$ cat src/rtl/tmr_pkg.sv
package tmr_pkg;

  // width of the prescale counter (largest divisor is 4^5 = 1024)
  localparam int PRE_W = 10;

  // shared-vector register offsets
  localparam int OFF_EN_STAT   = 'h00;
  localparam int OFF_EN_SET    = 'h04;
  localparam int OFF_EN_CLR    = 'h08;
  localparam int OFF_FLAG_STAT = 'h10;
  localparam int OFF_FLAG_SET  = 'h14;
  localparam int OFF_FLAG_CLR  = 'h18;
  localparam int OFF_MASK_STAT = 'h20;
  localparam int OFF_MASK_SET  = 'h24;
  localparam int OFF_MASK_CLR  = 'h28;
  localparam int OFF_CH_BASE   = 'h40;

  typedef enum logic [1:0] {
    FLD_FULL = 2'd0,
    FLD_HALF = 2'd1,
    FLD_CNT  = 2'd2,
    FLD_CTL  = 2'd3
  } chField_e;

  // strobe bundle from the register control into the channel datapath
  typedef struct packed {
    logic      valid;
    logic [7:0] chan;
    chField_e  field;
    logic [15:0] data;
  } chWrite_t;

  // last value of the prescale count before a step: 4^code - 1
  function automatic logic [PRE_W-1:0] pre_limit(input logic [2:0] code);
    logic [PRE_W:0] pow;
    pow = (PRE_W+1)'(1) << {code, 1'b0};
    return PRE_W'(pow - 1'b1);
  endfunction

endpackage

$ cat src/rtl/tmr_chan.sv
module tmr_chan
  import tmr_pkg::*;
#(
  parameter int CNT_W = 16,
  parameter int CH_ID = 0
) (
  input  logic             clk,
  input  logic             rstN,
  input  logic             en,
  input  logic             tickPclk,
  input  logic             tickRtc,
  input  logic             tickExt,
  input  chWrite_t         wr,
  output logic [CNT_W-1:0] cnt,
  output logic [CNT_W-1:0] full,
  output logic [CNT_W-1:0] half,
  output logic [5:0]       ctl,
  output logic             pwm,
  output logic             wrap
);

  logic [PRE_W-1:0] preCnt;
  logic [PRE_W-1:0] preLimit;
  logic             wrHit;
  logic             cntWr;
  logic             ctlWr;
  logic             srcTick;
  logic             codeOk;
  logic             run;
  logic             step;
  logic [CNT_W-1:0] cntInc;

  assign wrHit    = wr.valid && (wr.chan == 8'(CH_ID));
  assign cntWr    = wrHit && (wr.field == FLD_CNT);
  assign ctlWr    = wrHit && (wr.field == FLD_CTL);
  assign srcTick  = (ctl[0] & tickPclk) | (ctl[1] & tickRtc) | (ctl[2] & tickExt);
  assign codeOk   = (ctl[5:3] <= 3'd5);
  assign run      = en && codeOk && srcTick;
  assign preLimit = pre_limit(ctl[5:3]);
  assign step     = run && (preCnt == preLimit);
  assign cntInc   = cnt + 1'b1;
  assign wrap     = step && (cnt == full) && !cntWr;

  always_ff @(posedge clk or negedge rstN) begin
    if (!rstN) begin
      full <= '0;
      half <= '0;
      ctl  <= '0;
    end else if (wrHit) begin
      case (wr.field)
        FLD_FULL: full <= CNT_W'(wr.data);
        FLD_HALF: half <= CNT_W'(wr.data);
        FLD_CTL:  ctl  <= wr.data[5:0];
        default:  ;
      endcase
    end
  end

  always_ff @(posedge clk or negedge rstN) begin
    if (!rstN) begin
      preCnt <= '0;
    end else if (ctlWr) begin
      preCnt <= '0;
    end else if (run) begin
      preCnt <= (preCnt == preLimit) ? '0 : preCnt + 1'b1;
    end
  end

  always_ff @(posedge clk or negedge rstN) begin
    if (!rstN) begin
      cnt <= '0;
      pwm <= 1'b0;
    end else begin
      if (cntWr)      cnt <= CNT_W'(wr.data);
      else if (wrap)  cnt <= '0;
      else if (step)  cnt <= cntInc;

      if (wrap)                                 pwm <= 1'b0;
      else if (step && !cntWr && cntInc == half) pwm <= 1'b1;
    end
  end

  // a wrap step lands on zero
  assert_wrap_to_zero_R9: assert property (@(posedge clk) disable iff (!rstN)
    wrap |=> (cnt == '0));

  // output low right after a wrap
  assert_pwm_low_after_wrap_R10: assert property (@(posedge clk) disable iff (!rstN)
    wrap |=> !pwm);

  // disabled channel keeps its count unless software writes it
  assert_hold_when_disabled_R11: assert property (@(posedge clk) disable iff (!rstN)
    (!en && !cntWr) |=> $stable(cnt));

  // unusable prescale code or no source keeps the count still
  assert_hold_when_stopped_R8: assert property (@(posedge clk) disable iff (!rstN)
    ((ctl[5:3] > 3'd5 || ctl[2:0] == 3'b000) && !cntWr) |=> $stable(cnt));

endmodule

$ cat src/rtl/tmr_datapath.sv
module tmr_datapath
  import tmr_pkg::*;
#(
  parameter int NCH   = 4,
  parameter int CNT_W = 16
) (
  input  logic                      clk,
  input  logic                      rstN,
  input  logic [NCH-1:0]            chanEn,
  input  logic                      tickPclk,
  input  logic                      tickRtc,
  input  logic                      tickExt,
  input  chWrite_t                  chWr,
  output logic [NCH-1:0][CNT_W-1:0] chCnt,
  output logic [NCH-1:0][CNT_W-1:0] chFull,
  output logic [NCH-1:0][CNT_W-1:0] chHalf,
  output logic [NCH-1:0][5:0]       chCtl,
  output logic [NCH-1:0]            pwmOut,
  output logic [NCH-1:0]            wrapOut
);

  for (genvar n = 0; n < NCH; n++) begin : g_chan
    tmr_chan #(.CNT_W(CNT_W), .CH_ID(n)) u_chan (
      .clk      (clk),
      .rstN     (rstN),
      .en       (chanEn[n]),
      .tickPclk (tickPclk),
      .tickRtc  (tickRtc),
      .tickExt  (tickExt),
      .wr       (chWr),
      .cnt      (chCnt[n]),
      .full     (chFull[n]),
      .half     (chHalf[n]),
      .ctl      (chCtl[n]),
      .pwm      (pwmOut[n]),
      .wrap     (wrapOut[n])
    );
  end

endmodule

$ cat src/rtl/tmr_regctl.sv
module tmr_regctl
  import tmr_pkg::*;
#(
  parameter int NCH    = 4,
  parameter int CNT_W  = 16,
  parameter int ADDR_W = 8
) (
  input  logic                      clk,
  input  logic                      rstN,
  input  logic                      regWe,
  input  logic [ADDR_W-1:0]         regAddr,
  input  logic [31:0]               regWdata,
  output logic [31:0]               regRdata,
  input  logic [NCH-1:0]            wrapIn,
  input  logic [NCH-1:0][CNT_W-1:0] chCnt,
  input  logic [NCH-1:0][CNT_W-1:0] chFull,
  input  logic [NCH-1:0][CNT_W-1:0] chHalf,
  input  logic [NCH-1:0][5:0]       chCtl,
  output logic [NCH-1:0]            chanEn,
  output chWrite_t                  chWr,
  output logic                      irq
);

  localparam logic [ADDR_W-1:0] CH_BASE = ADDR_W'(OFF_CH_BASE);

  logic [NCH-1:0]    enQ;
  logic [NCH-1:0]    flagQ;
  logic [NCH-1:0]    maskQ;
  logic [NCH-1:0]    wBits;
  logic [ADDR_W-1:0] chIdx;
  logic              chHit;
  chField_e          chFld;

  assign wBits = regWdata[NCH-1:0];
  assign chIdx = (regAddr - CH_BASE) >> 4;
  assign chHit = (regAddr >= CH_BASE) && (chIdx < ADDR_W'(NCH));
  assign chFld = chField_e'(regAddr[3:2]);

  function automatic logic hitAt(input logic [ADDR_W-1:0] a, input int off);
    return a == ADDR_W'(off);
  endfunction

  always_ff @(posedge clk or negedge rstN) begin
    if (!rstN) begin
      enQ   <= '0;
      flagQ <= '0;
      maskQ <= '1;
    end else begin
      if (regWe && hitAt(regAddr, OFF_EN_SET))   enQ   <= enQ | wBits;
      if (regWe && hitAt(regAddr, OFF_EN_CLR))   enQ   <= enQ & ~wBits;
      if (regWe && hitAt(regAddr, OFF_MASK_SET)) maskQ <= maskQ | wBits;
      if (regWe && hitAt(regAddr, OFF_MASK_CLR)) maskQ <= maskQ & ~wBits;
      if (regWe && hitAt(regAddr, OFF_FLAG_SET))
        flagQ <= flagQ | wBits | wrapIn;
      else if (regWe && hitAt(regAddr, OFF_FLAG_CLR))
        flagQ <= (flagQ & ~wBits) | wrapIn;
      else
        flagQ <= flagQ | wrapIn;
    end
  end

  always_comb begin
    chWr.valid = regWe && chHit;
    chWr.chan  = 8'(chIdx);
    chWr.field = chFld;
    chWr.data  = regWdata[15:0];
  end

  always_comb begin
    regRdata = '0;
    if (hitAt(regAddr, OFF_EN_STAT))        regRdata[NCH-1:0] = enQ;
    else if (hitAt(regAddr, OFF_FLAG_STAT)) regRdata[NCH-1:0] = flagQ;
    else if (hitAt(regAddr, OFF_MASK_STAT)) regRdata[NCH-1:0] = maskQ;
    else begin
      for (int n = 0; n < NCH; n++) begin
        if (chHit && chIdx == ADDR_W'(n)) begin
          case (chFld)
            FLD_FULL: regRdata[CNT_W-1:0] = chFull[n];
            FLD_HALF: regRdata[CNT_W-1:0] = chHalf[n];
            FLD_CNT:  regRdata[CNT_W-1:0] = chCnt[n];
            default:  regRdata[5:0]       = chCtl[n];
          endcase
        end
      end
    end
  end

  assign chanEn = enQ;
  assign irq    = |(flagQ & ~maskQ);

  // a hardware wrap always leaves its flag set
  assert_wrap_sets_flag_R12: assert property (@(posedge clk) disable iff (!rstN)
    (|wrapIn) |=> ((flagQ & $past(wrapIn)) == $past(wrapIn)));

  // ones written to the clear alias end up cleared
  assert_en_clear_R2: assert property (@(posedge clk) disable iff (!rstN)
    (regWe && hitAt(regAddr, OFF_EN_CLR)) |=> ((enQ & $past(wBits)) == '0));

  // zero data at the mask set alias leaves the mask untouched
  assert_mask_zero_write_R3: assert property (@(posedge clk) disable iff (!rstN)
    (regWe && hitAt(regAddr, OFF_MASK_SET) && wBits == '0) |=> $stable(maskQ));

endmodule

$ cat src/rtl/pwm_timer_bank.sv
module pwm_timer_bank
  import tmr_pkg::*;
#(
  parameter int NCH    = 4,
  parameter int CNT_W  = 16,
  parameter int ADDR_W = 8
) (
  input  logic              clk,
  input  logic              rstN,
  input  logic              regWe,
  input  logic [ADDR_W-1:0] regAddr,
  input  logic [31:0]       regWdata,
  output logic [31:0]       regRdata,
  input  logic              tickPclk,
  input  logic              tickRtc,
  input  logic              tickExt,
  output logic [NCH-1:0]    pwmOut,
  output logic              irq
);

  logic [NCH-1:0]            chanEn;
  logic [NCH-1:0]            wrapVec;
  logic [NCH-1:0][CNT_W-1:0] chCnt;
  logic [NCH-1:0][CNT_W-1:0] chFull;
  logic [NCH-1:0][CNT_W-1:0] chHalf;
  logic [NCH-1:0][5:0]       chCtl;
  chWrite_t                  chWr;

  tmr_regctl #(.NCH(NCH), .CNT_W(CNT_W), .ADDR_W(ADDR_W)) u_ctl (
    .clk      (clk),
    .rstN     (rstN),
    .regWe    (regWe),
    .regAddr  (regAddr),
    .regWdata (regWdata),
    .regRdata (regRdata),
    .wrapIn   (wrapVec),
    .chCnt    (chCnt),
    .chFull   (chFull),
    .chHalf   (chHalf),
    .chCtl    (chCtl),
    .chanEn   (chanEn),
    .chWr     (chWr),
    .irq      (irq)
  );

  tmr_datapath #(.NCH(NCH), .CNT_W(CNT_W)) u_dp (
    .clk      (clk),
    .rstN     (rstN),
    .chanEn   (chanEn),
    .tickPclk (tickPclk),
    .tickRtc  (tickRtc),
    .tickExt  (tickExt),
    .chWr     (chWr),
    .chCnt    (chCnt),
    .chFull   (chFull),
    .chHalf   (chHalf),
    .chCtl    (chCtl),
    .pwmOut   (pwmOut),
    .wrapOut  (wrapVec)
  );

endmodule

$ cat config.mk
export PLATFORM = sky130hd
export DESIGN_NAME = pwm_timer_bank
export DESIGN_NICKNAME = d
export VERILOG_FILES = /design/src/rtl/tmr_pkg.sv /design/src/rtl/tmr_chan.sv /design/src/rtl/tmr_datapath.sv /design/src/rtl/tmr_regctl.sv /design/src/rtl/pwm_timer_bank.sv
export SDC_FILE = /design/constraint.sdc
export NUM_CORES = 1
export LEC_CHECK = 0
export ABC_AREA = 1
export CAP_MARGIN = 20
export CELL_PAD_IN_SITES_DETAIL_PLACEMENT = 0
export CELL_PAD_IN_SITES_GLOBAL_PLACEMENT = 2
export CORE_MARGIN = 4
export CORE_UTILIZATION = 40
export CTS_BUF_LIST = sky130_fd_sc_hd__clkbuf_8
export CTS_CLUSTER_SIZE = 20
export DETAILED_ROUTE_END_ITERATION = 8
export DONT_BUFFER_PORTS = 1
export GPL_TIMING_DRIVEN = 1
export MAX_ROUTING_LAYER = met4
export PLACE_DENSITY_LB_ADDON = 0.3
export SLEW_MARGIN = 25
export SYNTH_ARGS = -nofsm -noshare
export SYNTH_HDL_FRONTEND = slang
export SYNTH_SLANG_ARGS = --single-unit
export TNS_END_PERCENT = 50
$ cat constraint.sdc
create_clock -name clk -period 6 [get_ports clk]
set_input_delay 0.9 -clock clk [delete_from_list [all_inputs] [get_ports clk]]
set_output_delay 0.9 -clock clk [all_outputs]
set_load 0.01 [all_outputs]
==> impl_results.rst, run 1 <==
.. list-table::
   :header-rows: 1

   * - Metric
     - Value
   * - RSZ-0062 raised after global routing
     - false
   * - Clock Latency Late Sink
     - 0.65 ns
   * - Final-report setup violation count
     - 0
   * - Antenna-violating nets left
     - 0
   * - Maximum root-to-sink buffer count
     - 3
   * - DRC errors left
     - 0
   * - Proportion of total power due to net switching
     - 0.356
   * - Pin count of the biggest net entering global routing
     - 273
   * - Initial DRC count
     - 1482
   * - Critical path data arrival time
     - 3.15 ns
   * - Internal cell power
     - 3.74 mW
   * - Die Ht
     - 221 µm
   * - Worst-case headroom to the max-slew limit
     - 0.298
   * - Clock transition time at the flip-flop clock pins of the worst setup and hold paths
     - 0.06 ns
   * - Seq/Total Area, Yosys
     - 0.376
   * - Static leakage
     - 8.77 nW
   * - Proportion of layout cells with a drive suffix above 1
     - 0.0801
   * - Worst endpoint required time
     - 5.10 ns
   * - Row count
     - 77
   * - Final-stage net count
     - 2579
   * - Class of the most critical setup path
     - in2out
   * - Post-CTS resize count
     - 0
   * - Number of cells produced by synthesis
     - 2570
   * - Share of power burned in the clock network
     - 0.342
   * - Post-route setup TNS
     - 0 ns
   * - HPWL Detailed
     - 43.6 mm
   * - Post-synthesis to final-layout area growth
     - 7.81%
   * - Status
     - finished clean
   * - Clock Tree Root
     - sky130_fd_sc_hd__clkbuf_8
   * - Total I/O pin count
     - 83
   * - Clock Sink Count
     - 272
   * - Total Wirelength
     - 62.2 mm
   * - Number of antenna violations at the first check in global routing
     - 1
   * - Total congestion overflow after global routing
     - 0
   * - Tmin final
     - 4.05 ns
   * - Number of warnings reported in the yosys synthesis log
     - 0
   * - Global placement routability congestion
     - 0.912
   * - Instance area after placement
     - 18400 µm²
   * - Cell area after synthesis
     - 18100 µm²
   * - Worst IR drop on VDD
     - 213 µV
   * - H-tree depth reported by CTS
     - 2
   * - Width of the die
     - 221 µm
   * - Initial Util
     - 0.407
   * - Number of violations of the max-capacitance limit
     - 0
   * - Portion of total power attributed to combinational logic
     - 0.240
   * - Power Density
     - 298 nW/µm²
   * - All-layer global routing usage
     - 0.262
   * - Length of the first detailed-routing pass in iterations
     - 8
   * - Switching power
     - 2.07 mW
   * - Worst setup SP type
     - input pin
   * - Hold Vio Cnt, Final
     - 0
   * - Slew @ Worst Pin
     - 1.05 ns
   * - Avg Cell Area, Syn
     - 7.05 µm²
   * - Max Freq
     - 247 MHz
   * - Number of global-route vias before repair
     - 16200
   * - Via density per instance
     - 5.45
   * - Detailed-route wire length per cell
     - 19.7 µm
   * - Die Area
     - 48700 µm²
   * - Global-route wire length before repair
     - 96.7 mm
   * - Fraction of power consumed by sequential logic
     - 0.418
   * - Total vias in the final route
     - 17200
   * - Number of unique standard cell types used by synthesis
     - 54
   * - Postcts setup bufs
     - 0
   * - Worst clock skew on the final layout
     - 0.0180 ns
   * - Core area
     - 44500 µm²
   * - Hold crit path type
     - in2async
   * - Largest driver fanout on the critical path
     - 34
   * - Crit end category
     - output pin
   * - Post-route cell area
     - 19500 µm²
   * - Total CTS buffers
     - 52
   * - Flop and latch count out of synthesis
     - 272
   * - Portion of the clock cycle consumed by the worst path in the final layout
     - 0.675
   * - CTS tree
     - done
   * - IO buf count
     - 0
   * - Count of final max-slew check failures
     - 0
==> Yosys cell counts, drive strengths merged <==
cell type | instances | area [µm²]
nand4 | 59 | 390
dfstp | 4 | 105
nand3b | 16 | 120
a32oi | 1 | 8.76
clkbuf | 73 | 275
buf | 59 | 382
ha | 12 | 150
xor2 | 65 | 569
xnor2 | 41 | 359
clkinv | 2 | 7.51
a21oi | 59 | 295
o2111ai | 10 | 87.6
nand3 | 253 | 1370
a221oi | 6 | 52.6
dfrtp | 268 | 6710
o221ai | 13 | 114
inv | 262 | 988
o21ai | 254 | 1270
nand2 | 759 | 2880
a31oi | 2 | 12.5
o211ai | 37 | 288
nor3b | 3 | 22.5
conb | 1 | 3.75
o21a | 6 | 45.0
nor3 | 18 | 105
nor4 | 8 | 50.1
or2 | 15 | 93.8
o22ai | 35 | 219
and2 | 3 | 21.3
a211oi | 6 | 45.0
and3 | 2 | 12.5
o21bai | 9 | 67.6
a22o | 1 | 8.76
xnor3 | 5 | 113
nor2 | 203 | 872
==> through the flow <==
step | hold slack (ns) | std cells | power (mW) | setup WS [ns] | util
after global placement | 0.467 | 3057 | 3.77 | 2.02 | 0.412
after global routing | 0.0638 | 3153 | 6.20 | 1.84 | 0.439
after CTS | -0.0929 | 3150 | 5.83 | 2.00 | 0.437
after floorplan | 0.453 | 2585 | 3.45 | 2.88 | -
final | 0.100 | 3153 | 5.82 | 1.95 | 0.439
after detailed placement | 0.474 | 3057 | 3.80 | 2.00 | 0.412
==> cell usage in the layout, fill, tap and decap left out, types with 8 or more instances in the layout <==
cell	count
sky130_fd_sc_hd__a21oi_1	59
sky130_fd_sc_hd__buf_4	12
sky130_fd_sc_hd__clkbuf_8	69
sky130_fd_sc_hd__clkinv_2	10
sky130_fd_sc_hd__conb_1	16
sky130_fd_sc_hd__dfrtp_1	268
sky130_fd_sc_hd__ha_1	12
sky130_fd_sc_hd__inv_1	251
sky130_fd_sc_hd__inv_2	20
sky130_fd_sc_hd__nand2_1	743
sky130_fd_sc_hd__nand2_2	16
sky130_fd_sc_hd__nand3_1	234
sky130_fd_sc_hd__nand3_2	18
sky130_fd_sc_hd__nand3b_1	16
sky130_fd_sc_hd__nand4_1	57
sky130_fd_sc_hd__nor2_1	177
sky130_fd_sc_hd__nor2_2	16
sky130_fd_sc_hd__nor2_4	10
sky130_fd_sc_hd__nor3_1	15
sky130_fd_sc_hd__nor4_1	8
sky130_fd_sc_hd__o2111ai_1	10
sky130_fd_sc_hd__o211ai_1	35
sky130_fd_sc_hd__o21ai_0	238
sky130_fd_sc_hd__o21ai_1	16
sky130_fd_sc_hd__o21bai_1	9
sky130_fd_sc_hd__o221ai_1	13
sky130_fd_sc_hd__o22ai_1	35
sky130_fd_sc_hd__or2_2	14
sky130_fd_sc_hd__xnor2_1	41
sky130_fd_sc_hd__xor2_1	65
==> flip-flops by register name, indices dropped and copies added, names as in the netlist, named ones only <==
register	count
u_ctl.flagQ	4
u_dp.g_chan.u_chan.cnt	64
u_dp.g_chan.u_chan.ctl	24
u_dp.g_chan.u_chan.full	64
u_dp.g_chan.u_chan.half	64
u_dp.g_chan.u_chan.preCnt	40
u_dp.g_chan.u_chan.pwm	4
==> per-layer routing <==
layer  track usage  part of all wire  vias up  routed length [µm]
li1              -                 -     8335                   -
met1         0.365              0.47     8279               28900
met2         0.397              0.44      479               27600
met3        0.0525             0.071       91                4440
met4        0.0620             0.020        0                1250
met5             -                 0        -                   0
==> worst max-delay path: stages <==
cell and delay [ns]:
sky130_fd_sc_hd__inv_2 0.02, sky130_fd_sc_hd__nand2_2 0.72, sky130_fd_sc_hd__inv_2 0.42, sky130_fd_sc_hd__nand2_1 0.16, sky130_fd_sc_hd__o2111ai_1 0.12, sky130_fd_sc_hd__nand2_1 0.09
sky130_fd_sc_hd__nand2_1 0.10, sky130_fd_sc_hd__a21oi_1 0.12, sky130_fd_sc_hd__o21ai_0 0.15, sky130_fd_sc_hd__a21oi_1 0.15, sky130_fd_sc_hd__nand3_1 0.19
==> cell families (layout without fill, tap and decap cells) <==
| kind of cell | count (synthesis) | count (layout) | synth area share |
|---|---|---|---|
| flip-flops | 272 | 272 | 0.376 |
| AO/OA/AOI/OAI | 439 | 439 | 0.139 |
| buffers and inverters | 396 | 371 | 0.0913 |
| XOR/XNOR | 111 | 111 | 0.0575 |
| AND/OR/NAND/NOR | 1339 | 1339 | 0.328 |
| other | 1 | 17 | 0.000207 |
| adder cells (fa/ha/maj) | 12 | 12 | 0.00829 |
==> worst paths after layout <==
path                                                             from                                          to  slack (ns)  depth (start not counted)
min                                                              rstN                  asynchronous set/reset pin        0.10                          0
max in group asynchronous                                        rstN  u_dp.g_chan[3].u_chan.half[14]$_DFFE_PN0P_        5.00                          1
min in group clk                                          regWdata[4]    u_dp.g_chan[1].u_chan.ctl[4]$_DFFE_PN0P_        0.39                          2
max reg2reg                  u_dp.g_chan[2].u_chan.ctl[5]$_DFFE_PN0P_       u_dp.g_chan[2].u_chan.pwm$_DFFE_PN0P_        2.52                         15
max                                                        regAddr[2]                                 regRdata[2]        1.95                         11
min reg2reg                u_dp.g_chan[1].u_chan.half[15]$_DFFE_PN0P_  u_dp.g_chan[1].u_chan.half[15]$_DFFE_PN0P_        0.49                          2
==> final cells by class <==
class	instances	area (µm²)
inverters	264	996
diodes	1	2.50
flip-flops and latches	272	6810
clock buffers	69	950
fillers	4682	25000
multi-input cells	1917	9720
well taps	592	741
repair buffers	14	145
clock inverters	24	163
==> power by group through the flow <==
stage	logic, mW	clock network (mW)	registers, mW
after global routing	1.60	2.13	2.48
after floorplan	1.12	0	2.33
after detailed placement	1.34	0	2.46
after CTS	1.35	2.05	2.43
after global placement	1.33	0	2.45
final	1.39	1.99	2.43
No activity file was read; power rests on OpenSTA's default activity.
==> inputs of run 2 (changes only) <==
--- a/config.mk
+++ b/config.mk
@@ -10,7 +10,7 @@
 export CELL_PAD_IN_SITES_DETAIL_PLACEMENT = 0
 export CELL_PAD_IN_SITES_GLOBAL_PLACEMENT = 2
 export CORE_MARGIN = 4
-export CORE_UTILIZATION = 40
+export CORE_UTILIZATION = 38
 export CTS_BUF_LIST = sky130_fd_sc_hd__clkbuf_8
 export CTS_CLUSTER_SIZE = 20
 export DETAILED_ROUTE_END_ITERATION = 8
==> constraint.sdc (replaced) <==
create_clock -name clk -period 4.25 [get_ports clk]
set_input_delay 0.6375 -clock clk [delete_from_list [all_inputs] [get_ports clk]]
set_output_delay 0.6375 -clock clk [all_outputs]
set_load 0.01 [all_outputs]
==> impl_results.rst, run 2 (synthesis results as in run 1) <==
.. list-table::
   :header-rows: 1

   * - Metric
     - Value
   * - Count of final max-slew check failures
     - 0 (unchanged)
   * - Proportion of layout cells with a drive suffix above 1
     - 0.0795 (-0.000577)
   * - Worst-case headroom to the max-slew limit
     - 0.309 (+0.0118)
   * - R2R Path Start
     - u_dp.g_chan[0].u_chan.ctl[4]$_DFFE_PN0P_
   * - Core area
     - 46900 µm² (+5.3%)
   * - Row count
     - 79 (+2.6%)
   * - Total congestion overflow after global routing
     - 0 (unchanged)
   * - H-tree depth reported by CTS
     - 2 (unchanged)
   * - Cell occurring most often along the worst timing path
     - sky130_fd_sc_hd__nand2_1
   * - Clock Tree Root
     - sky130_fd_sc_hd__clkbuf_8
   * - Post-synthesis to final-layout area growth
     - 7.49%
   * - Total I/O pin count
     - 83 (unchanged)
   * - Place WS
     - 1.05 ns (-0.948 ns)
   * - Largest delay contributor family on the critical path
     - simple AND/OR/NAND/NOR gates
   * - Antenna-violating nets left
     - 0 (unchanged)
   * - Via density per instance
     - 5.35 (-1.7%)
   * - Die Ht
     - 226 µm (+2.5%)
   * - DRC errors left
     - 0 (unchanged)
   * - Power Density
     - 411 nW/µm² (+38%)
   * - Pin count of the biggest net entering global routing
     - 273 (unchanged)
   * - Total Wirelength
     - 62.6 mm (+0.65%)
   * - Violations in the final reports
     - hold timing
   * - Total vias in the final route
     - 17000 (-1.1%)
   * - Critical path data arrival time
     - 2.61 ns (-0.54 ns)
   * - Largest driver fanout on the critical path
     - 22 (-35%)
   * - Final-report setup violation count
     - 0 (unchanged)
   * - Detailed-route wire length per cell
     - 19.7 µm (about the same)
   * - Reg-to-Reg End
     - u_ctl.flagQ[0]$_DFF_PN0_
   * - Max Freq
     - 308 MHz
   * - Number of global-route vias before repair
     - 16000 (-1.2%)
   * - Top library cells by usage in the layout, fill and taps aside
     - sky130_fd_sc_hd__nand2_1 (738), sky130_fd_sc_hd__dfrtp_1 (268), sky130_fd_sc_hd__inv_1 (263)
   * - Worst setup endpoint
     - regRdata[2]
   * - Clock transition time at the flip-flop clock pins of the worst setup and hold paths
     - 0.06 ns (about the same)
   * - Crit path launch
     - regAddr[2]
   * - Worst endpoint required time
     - 3.61 ns (-1.49 ns)
   * - Clock Latency Late Sink
     - 0.65 ns (about the same)
   * - Maximum root-to-sink buffer count
     - 3 (unchanged)
   * - Class of the most critical setup path
     - in2out
   * - Crit path depth
     - 11 (unchanged)
   * - Postcts setup bufs
     - 0 (unchanged)
   * - Initial Util
     - 0.387 (-0.0203)
   * - CTS tree
     - done
   * - WP buf/inv
     - 2 (unchanged)
   * - Slack of the worst reg-to-reg path
     - 1.20 ns (-1.32 ns)
   * - Post-layout worst setup margin
     - 1.01 ns (-0.945 ns)
   * - RSZ-0062 raised after global routing
     - false
   * - Final-stage net count
     - 2584 (+0.19%)
   * - Stage delay of the slowest cell on the critical path
     - 0.48 ns (-0.24 ns)
   * - Clock Sink Count
     - 272 (unchanged)
   * - Post-route setup TNS
     - 0 ns (unchanged)
   * - Worst setup SP type
     - input pin
   * - Reg2reg path depth
     - 14 (-1)
   * - Tmin final
     - 3.24 ns
   * - Static leakage
     - 8.78 nW (+0.13%)
   * - Number of violations of the max-capacitance limit
     - 0 (unchanged)
   * - Total CTS buffers
     - 54 (+3.8%)
   * - Portion of the clock cycle consumed by the worst path in the final layout
     - 0.763
   * - Tightest hold margin
     - -0.322 ns (-0.422 ns)
   * - Total chip power
     - 8.01 mW (+38%)
   * - Most common cell after layout, fill and taps aside
     - sky130_fd_sc_hd__nand2_1
   * - Die Area
     - 51200 µm² (+5.1%)
   * - Worst clock skew on the final layout
     - 0.0291 ns (+0.0111 ns)
   * - Width of the die
     - 226 µm (+2.5%)
   * - Worst IR drop on VDD
     - 194 µV (-8.9%)
   * - Crit path max-delay cell type
     - sky130_fd_sc_hd__nand2_2
   * - Ordered cell list for the critical path
     - inv_2 > nand2_2 > inv_2 > nand2_1 > o2111ai_1 > nand2_1 > nand2_1 > a21oi_1 > o21ai_0 > a21oi_1 > nand3_1
   * - Status
     - complete, but fails checks
   * - HPWL Detailed
     - 44.6 mm (+2.2%)
   * - Slew @ Worst Pin
     - 1.04 ns (-0.0139 ns)
   * - Crit end category
     - output pin
   * - All-layer global routing usage
     - 0.250 (-0.0123)
   * - Global-route wire length before repair
     - 96.4 mm (-0.27%)
   * - Registers with the most flip-flops
     - u_dp.g_chan.u_chan.cnt x64, u_dp.g_chan.u_chan.full x64, u_dp.g_chan.u_chan.half x64
   * - IO buf count
     - 0 (unchanged)
   * - Hold Vio Cnt, Final
     - 268 (+268)
   * - Initial DRC count
     - 1395 (-5.9%)
   * - Global placement routability congestion
     - 0.893 (-2.1%)
   * - Hold crit path type
     - in2async
   * - Post-CTS resize count
     - 0 (unchanged)
   * - Length of the first detailed-routing pass in iterations
     - 5 (-3)
   * - Number of antenna violations at the first check in global routing
     - 1 (unchanged)
## run 2: cell count changes in the layout (fill, tap and decap cells not counted)
| cell | before | now |
|---|---|---|
| sky130_fd_sc_hd__inv_1 | 251 | 263 |
| sky130_fd_sc_hd__clkinvlp_4 | 2 | 0 |
| sky130_fd_sc_hd__clkbuf_8 | 69 | 67 |
| sky130_fd_sc_hd__buf_16 | 2 | 0 |
| sky130_fd_sc_hd__nand2_1 | 743 | 738 |
| sky130_fd_sc_hd__bufinv_16 | 2 | 0 |
| sky130_fd_sc_hd__buf_4 | 12 | 17 |
| sky130_fd_sc_hd__clkinv_2 | 10 | 7 |
| sky130_fd_sc_hd__nand2_2 | 16 | 21 |
## run 2: layout make-up
cell class | instances | area, µm²
repair buffers | 17 | 128
clock inverters | 29 | 118
fillers | 4998 | 27400
clock buffers | 67 | 922
diodes | 1 | 2.50
inverters | 264 | 996
well taps | 607 | 759
flip-flops and latches | 272 | 6810
multi-input cells | 1917 | 9730
## run 2: worst reg2reg max path: cells and delay by family (launching register included)
family | cells | cell delay (ns)
AND/OR/NAND/NOR | 8 | 1.63
buffers and inverters | 5 | 0.65
flip-flops | 1 | 0.44
adder cells (fa/ha/maj) | 1 | 0.27
## run 2: metrics by stage
stage	hold WS (ns)	area, µm²	util	std cells
after floorplan	0.342	18200	-	2585
after global placement	0.354	18400	0.393	3077
after detailed placement	0.354	18400	0.393	3077
after CTS	-0.379	19500	0.415	3173
after global routing	-0.366	19500	0.415	3174
final	-0.322	19500	0.415	3174
## run 2: report_power, final
part	internal (mW)	switching, mW	leakage, nW
Sequential	2.97	0.462	3.57
Combinational	0.755	1.16	4.58
Clock	1.40	1.26	0.626
## run 2: how the worst min path moves through the flow
stage          startpoint                                           to  slack (ns)
2_1_floorplan        rstN                   asynchronous set/reset pin        0.34
3_3_place_gp         rstN  u_dp.g_chan[1].u_chan.preCnt[0]$_DFFE_PN0P_        0.35
3_5_place_dp         rstN  u_dp.g_chan[1].u_chan.preCnt[3]$_DFFE_PN0P_        0.35
4_1_cts              rstN  u_dp.g_chan[1].u_chan.preCnt[3]$_DFFE_PN0P_       -0.38
5_1_grt              rstN  u_dp.g_chan[1].u_chan.preCnt[3]$_DFFE_PN0P_       -0.37
6_report             rstN  u_dp.g_chan[1].u_chan.preCnt[3]$_DFFE_PN0P_       -0.32
## run 2: metal layers
layer	vias up	share of wire	global-route usage
met1	8104	0.47	0.349
met4	0	0.026	0.0713
met3	97	0.064	0.0447
met2	451	0.44	0.376
li1	8344	-	-
met5	-	0	-
==> inputs of run 3 (changes only) <==
--- a/config.mk
+++ b/config.mk
@@ -10,7 +10,7 @@
 export CELL_PAD_IN_SITES_DETAIL_PLACEMENT = 0
 export CELL_PAD_IN_SITES_GLOBAL_PLACEMENT = 2
 export CORE_MARGIN = 4
-export CORE_UTILIZATION = 38
+export CORE_UTILIZATION = 35
 export CTS_BUF_LIST = sky130_fd_sc_hd__clkbuf_8
 export CTS_CLUSTER_SIZE = 20
 export DETAILED_ROUTE_END_ITERATION = 8
==> constraint.sdc (replaced) <==
create_clock -name clk -period 2.92 [get_ports clk]
set_input_delay 0.438 -clock clk [delete_from_list [all_inputs] [get_ports clk]]
set_output_delay 0.438 -clock clk [all_outputs]
set_load 0.01 [all_outputs]
==> impl_results.rst, run 3 (synthesis results as in run 1) <==
.. list-table::
   :header-rows: 1

   * - Metric
     - Value
   * - Status
     - complete, but fails checks
   * - Violations in the final reports
     - hold timing
   * - Antenna-violating nets left
     - 0 (unchanged)
   * - Worst endpoint required time
     - 2.48 ns (-1.13 ns)
   * - Width of the die
     - 235 µm (+4.0%)
   * - Final-report setup violation count
     - 0 (unchanged)
   * - Critical path data arrival time
     - 2.31 ns (-0.30 ns)
   * - Total vias in the final route
     - 17300 (+2.0%)
   * - DRC errors left
     - 0 (unchanged)
   * - Final-stage net count
     - 2660 (+2.9%)
   * - Total CTS buffers
     - 53 (-1.9%)
   * - Worst clock skew on the final layout
     - 0.0384 ns (+0.00938 ns)
   * - Cell occurring most often along the worst timing path
     - sky130_fd_sc_hd__o22ai_1
   * - Tightest hold margin
     - -0.518 ns (-0.196 ns)
   * - Reg2reg path depth
     - 13 (-1)
   * - Clock Tree Root
     - sky130_fd_sc_hd__clkbuf_8
   * - Total Wirelength
     - 64.5 mm (+3.1%)
   * - Hold crit path type
     - in2async
   * - Length of the first detailed-routing pass in iterations
     - 5 (unchanged)
   * - Count of hold buffers inserted by post-cts repair
     - 13
   * - Row count
     - 83 (+5.1%)
   * - Most common cell after layout, fill and taps aside
     - sky130_fd_sc_hd__nand2_1
   * - Crit path depth
     - 6 (-5)
   * - Die Ht
     - 235 µm (+4.0%)
   * - Crit end category
     - output pin
   * - Top library cells by usage in the layout, fill and taps aside
     - sky130_fd_sc_hd__nand2_1 (745), sky130_fd_sc_hd__dfrtp_1 (268), sky130_fd_sc_hd__inv_1 (263)
   * - H-tree depth reported by CTS
     - 2 (unchanged)
   * - Number of violations of the max-capacitance limit
     - 0 (unchanged)
   * - Proportion of layout cells with a drive suffix above 1
     - 0.0991 (+0.0196)
   * - Worst setup SP type
     - flop
   * - Crit path max-delay cell type
     - sky130_fd_sc_hd__dfrtp_1
   * - Class of the most critical setup path
     - reg2out
   * - Slew @ Worst Pin
     - 0.923 ns (-0.113 ns)
   * - Via density per instance
     - 5.22 (-2.6%)
   * - Clock Sink Count
     - 272 (unchanged)
   * - Global placement routability congestion
     - 0.903 (+1.2%)
   * - Clock transition time at the flip-flop clock pins of the worst setup and hold paths
     - 0.06 ns (about the same)
   * - Core area
     - 51300 µm² (+9.5%)
   * - Largest delay contributor family on the critical path
     - compound AO/OA/AOI/OAI gates
   * - Total I/O pin count
     - 83 (unchanged)
   * - Post-route setup TNS
     - 0 ns (unchanged)
   * - Slack of the worst reg-to-reg path
     - 0.26 ns (-0.94 ns)
   * - WP buf/inv
     - 1 (-1)
   * - Initial Util
     - 0.353 (-0.0335)
   * - Pin count of the biggest net entering global routing
     - 273 (unchanged)
   * - Maximum root-to-sink buffer count
     - 3 (unchanged)
   * - Global-route wire length before repair
     - 99.5 mm (+3.2%)
   * - HPWL Detailed
     - 46.5 mm (+4.2%)
   * - Total chip power
     - 11.8 mW (+47%)
   * - CTS tree
     - done
   * - Stage delay of the slowest cell on the critical path
     - 0.41 ns (-0.07 ns)
   * - Tmin final
     - 2.75 ns
   * - Reg-to-Reg End
     - u_ctl.flagQ[0]$_DFF_PN0_
   * - Max Freq
     - 364 MHz
   * - Worst IR drop on VDD
     - 277 µV (+43%)
   * - Clock Latency Late Sink
     - 0.67 ns (+0.02 ns)
   * - Portion of the clock cycle consumed by the worst path in the final layout
     - 0.941
   * - All-layer global routing usage
     - 0.234 (-0.0159)
   * - Detailed-route wire length per cell
     - 19.4 µm (-1.6%)
   * - Power Density
     - 582 nW/µm² (+42%)
   * - Postcts setup bufs
     - 0 (unchanged)
   * - Die Area
     - 55400 µm² (+8.3%)
   * - RSZ-0062 raised after global routing
     - false
   * - Count of final max-slew check failures
     - 0 (unchanged)
   * - Number of antenna violations at the first check in global routing
     - 2 (+1)
   * - IO buf count
     - 0 (unchanged)
   * - Post-route cell area
     - 20200 µm² (+3.9%)
   * - Number of global-route vias before repair
     - 16500 (+2.9%)
   * - Instance area after placement
     - 19000 µm² (+3.4%)
   * - Initial DRC count
     - 1460 (+4.7%)
   * - Ordered cell list for the critical path
     - inv_1 > o22ai_1 > a221oi_1 > o22ai_1 > nor2_1 > nand4_1
   * - Core occupancy in the finished layout
     - 0.394 (-0.0211)
   * - Post-synthesis to final-layout area growth
     - 11.7%
   * - Largest driver fanout on the critical path
     - 7 (-68%)
   * - Worst-case headroom to the max-slew limit
     - 0.385 (+0.0750)
   * - Hold Vio Cnt, Final
     - 272 (+1.5%)
   * - Static leakage
     - 9.16 nW (+4.3%)
   * - Registers with the most flip-flops
     - u_dp.g_chan.u_chan.cnt x64, u_dp.g_chan.u_chan.full x64, u_dp.g_chan.u_chan.half x64
   * - Total congestion overflow after global routing
     - 0 (unchanged)
   * - R2R Path Start
     - u_dp.g_chan[0].u_chan.ctl[4]$_DFFE_PN0P_
   * - Number of inserted filler cells in the final layout
     - 5486 (+9.8%)
## run 3: cell count changes in the layout (fill, tap and decap cells not counted), sizes merged
cell         change
buf             +64
clkinv           -3
clkinvlp         +1
clkbuf           +3
dlygate4sd3     +13
## run 3: metal layers
metal  wire [µm]  vias to the layer above  global-route usage
met3        3970                      105              0.0385
met2       28700                      476               0.356
met5           0                        -                   -
met4        1880                        0              0.0715
li1            -                     8505                   -
met1       30000                     8255               0.323
## run 3: how the worst max path moves through the flow
stage	endpoint	slack (ns)	startpoint
after floorplan	regRdata[10]	0.72	regAddr[2]
after detailed placement	u_ctl.flagQ[2]$_DFF_PN0_	0.30	u_dp.g_chan[2].u_chan.ctl[4]$_DFFE_PN0P_
after global placement	u_dp.g_chan[2].u_chan.pwm$_DFFE_PN0P_	0.29	u_dp.g_chan[2].u_chan.ctl[4]$_DFFE_PN0P_
after CTS	regRdata[7]	0.03	u_dp.g_chan[1].u_chan.cnt[7]$_DFFE_PN0P_
final	regRdata[0]	0.17	u_dp.g_chan[3].u_chan.cnt[0]$_DFFE_PN0P_
after global routing	regRdata[7]	0.01	u_dp.g_chan[1].u_chan.cnt[7]$_DFFE_PN0P_
## run 3: per-stage QoR
| step | hold WS (ns) | instances | setup WS, ns |
|---|---|---|---|
| CTS | -0.561 | 3324 | 0.0298 |
| detailed placement | 0.157 | 3214 | 0.298 |
| finish | -0.518 | 3325 | 0.172 |
| floorplan | 0.142 | 2585 | 0.722 |
| global placement | 0.155 | 3214 | 0.291 |
| global route | -0.548 | 3325 | 0.0136 |
## run 3: area by class of cell
class | instances | area, µm² | share of cell area
Multi-Input combinational cell | 1917 | 9710 | 0.480
Sequential cell | 272 | 6810 | 0.337
Inverter | 264 | 996 | 0.0492
Clock buffer | 70 | 963 | 0.0476
Tap cell | 680 | 851 | 0.0420
Timing Repair Buffer | 94 | 788 | 0.0390
Clock inverter | 27 | 110 | 0.00544
Antenna cell | 1 | 2.50 | 0.000124
## run 3: timing repair
action                                  in CTS  in global routing
endpoints found under the setup margin       0                  1
endpoints found under the hold margin      289                272
resized for setup                            0                  1
## run 3: where the power goes
| group | switching, mW | internal (mW) |
|---|---|---|
| clock | 1.79 | 2.12 |
| sequential | 0.653 | 4.32 |
| combinational | 1.75 | 1.15 |
| total | 4.18 | 7.60 |
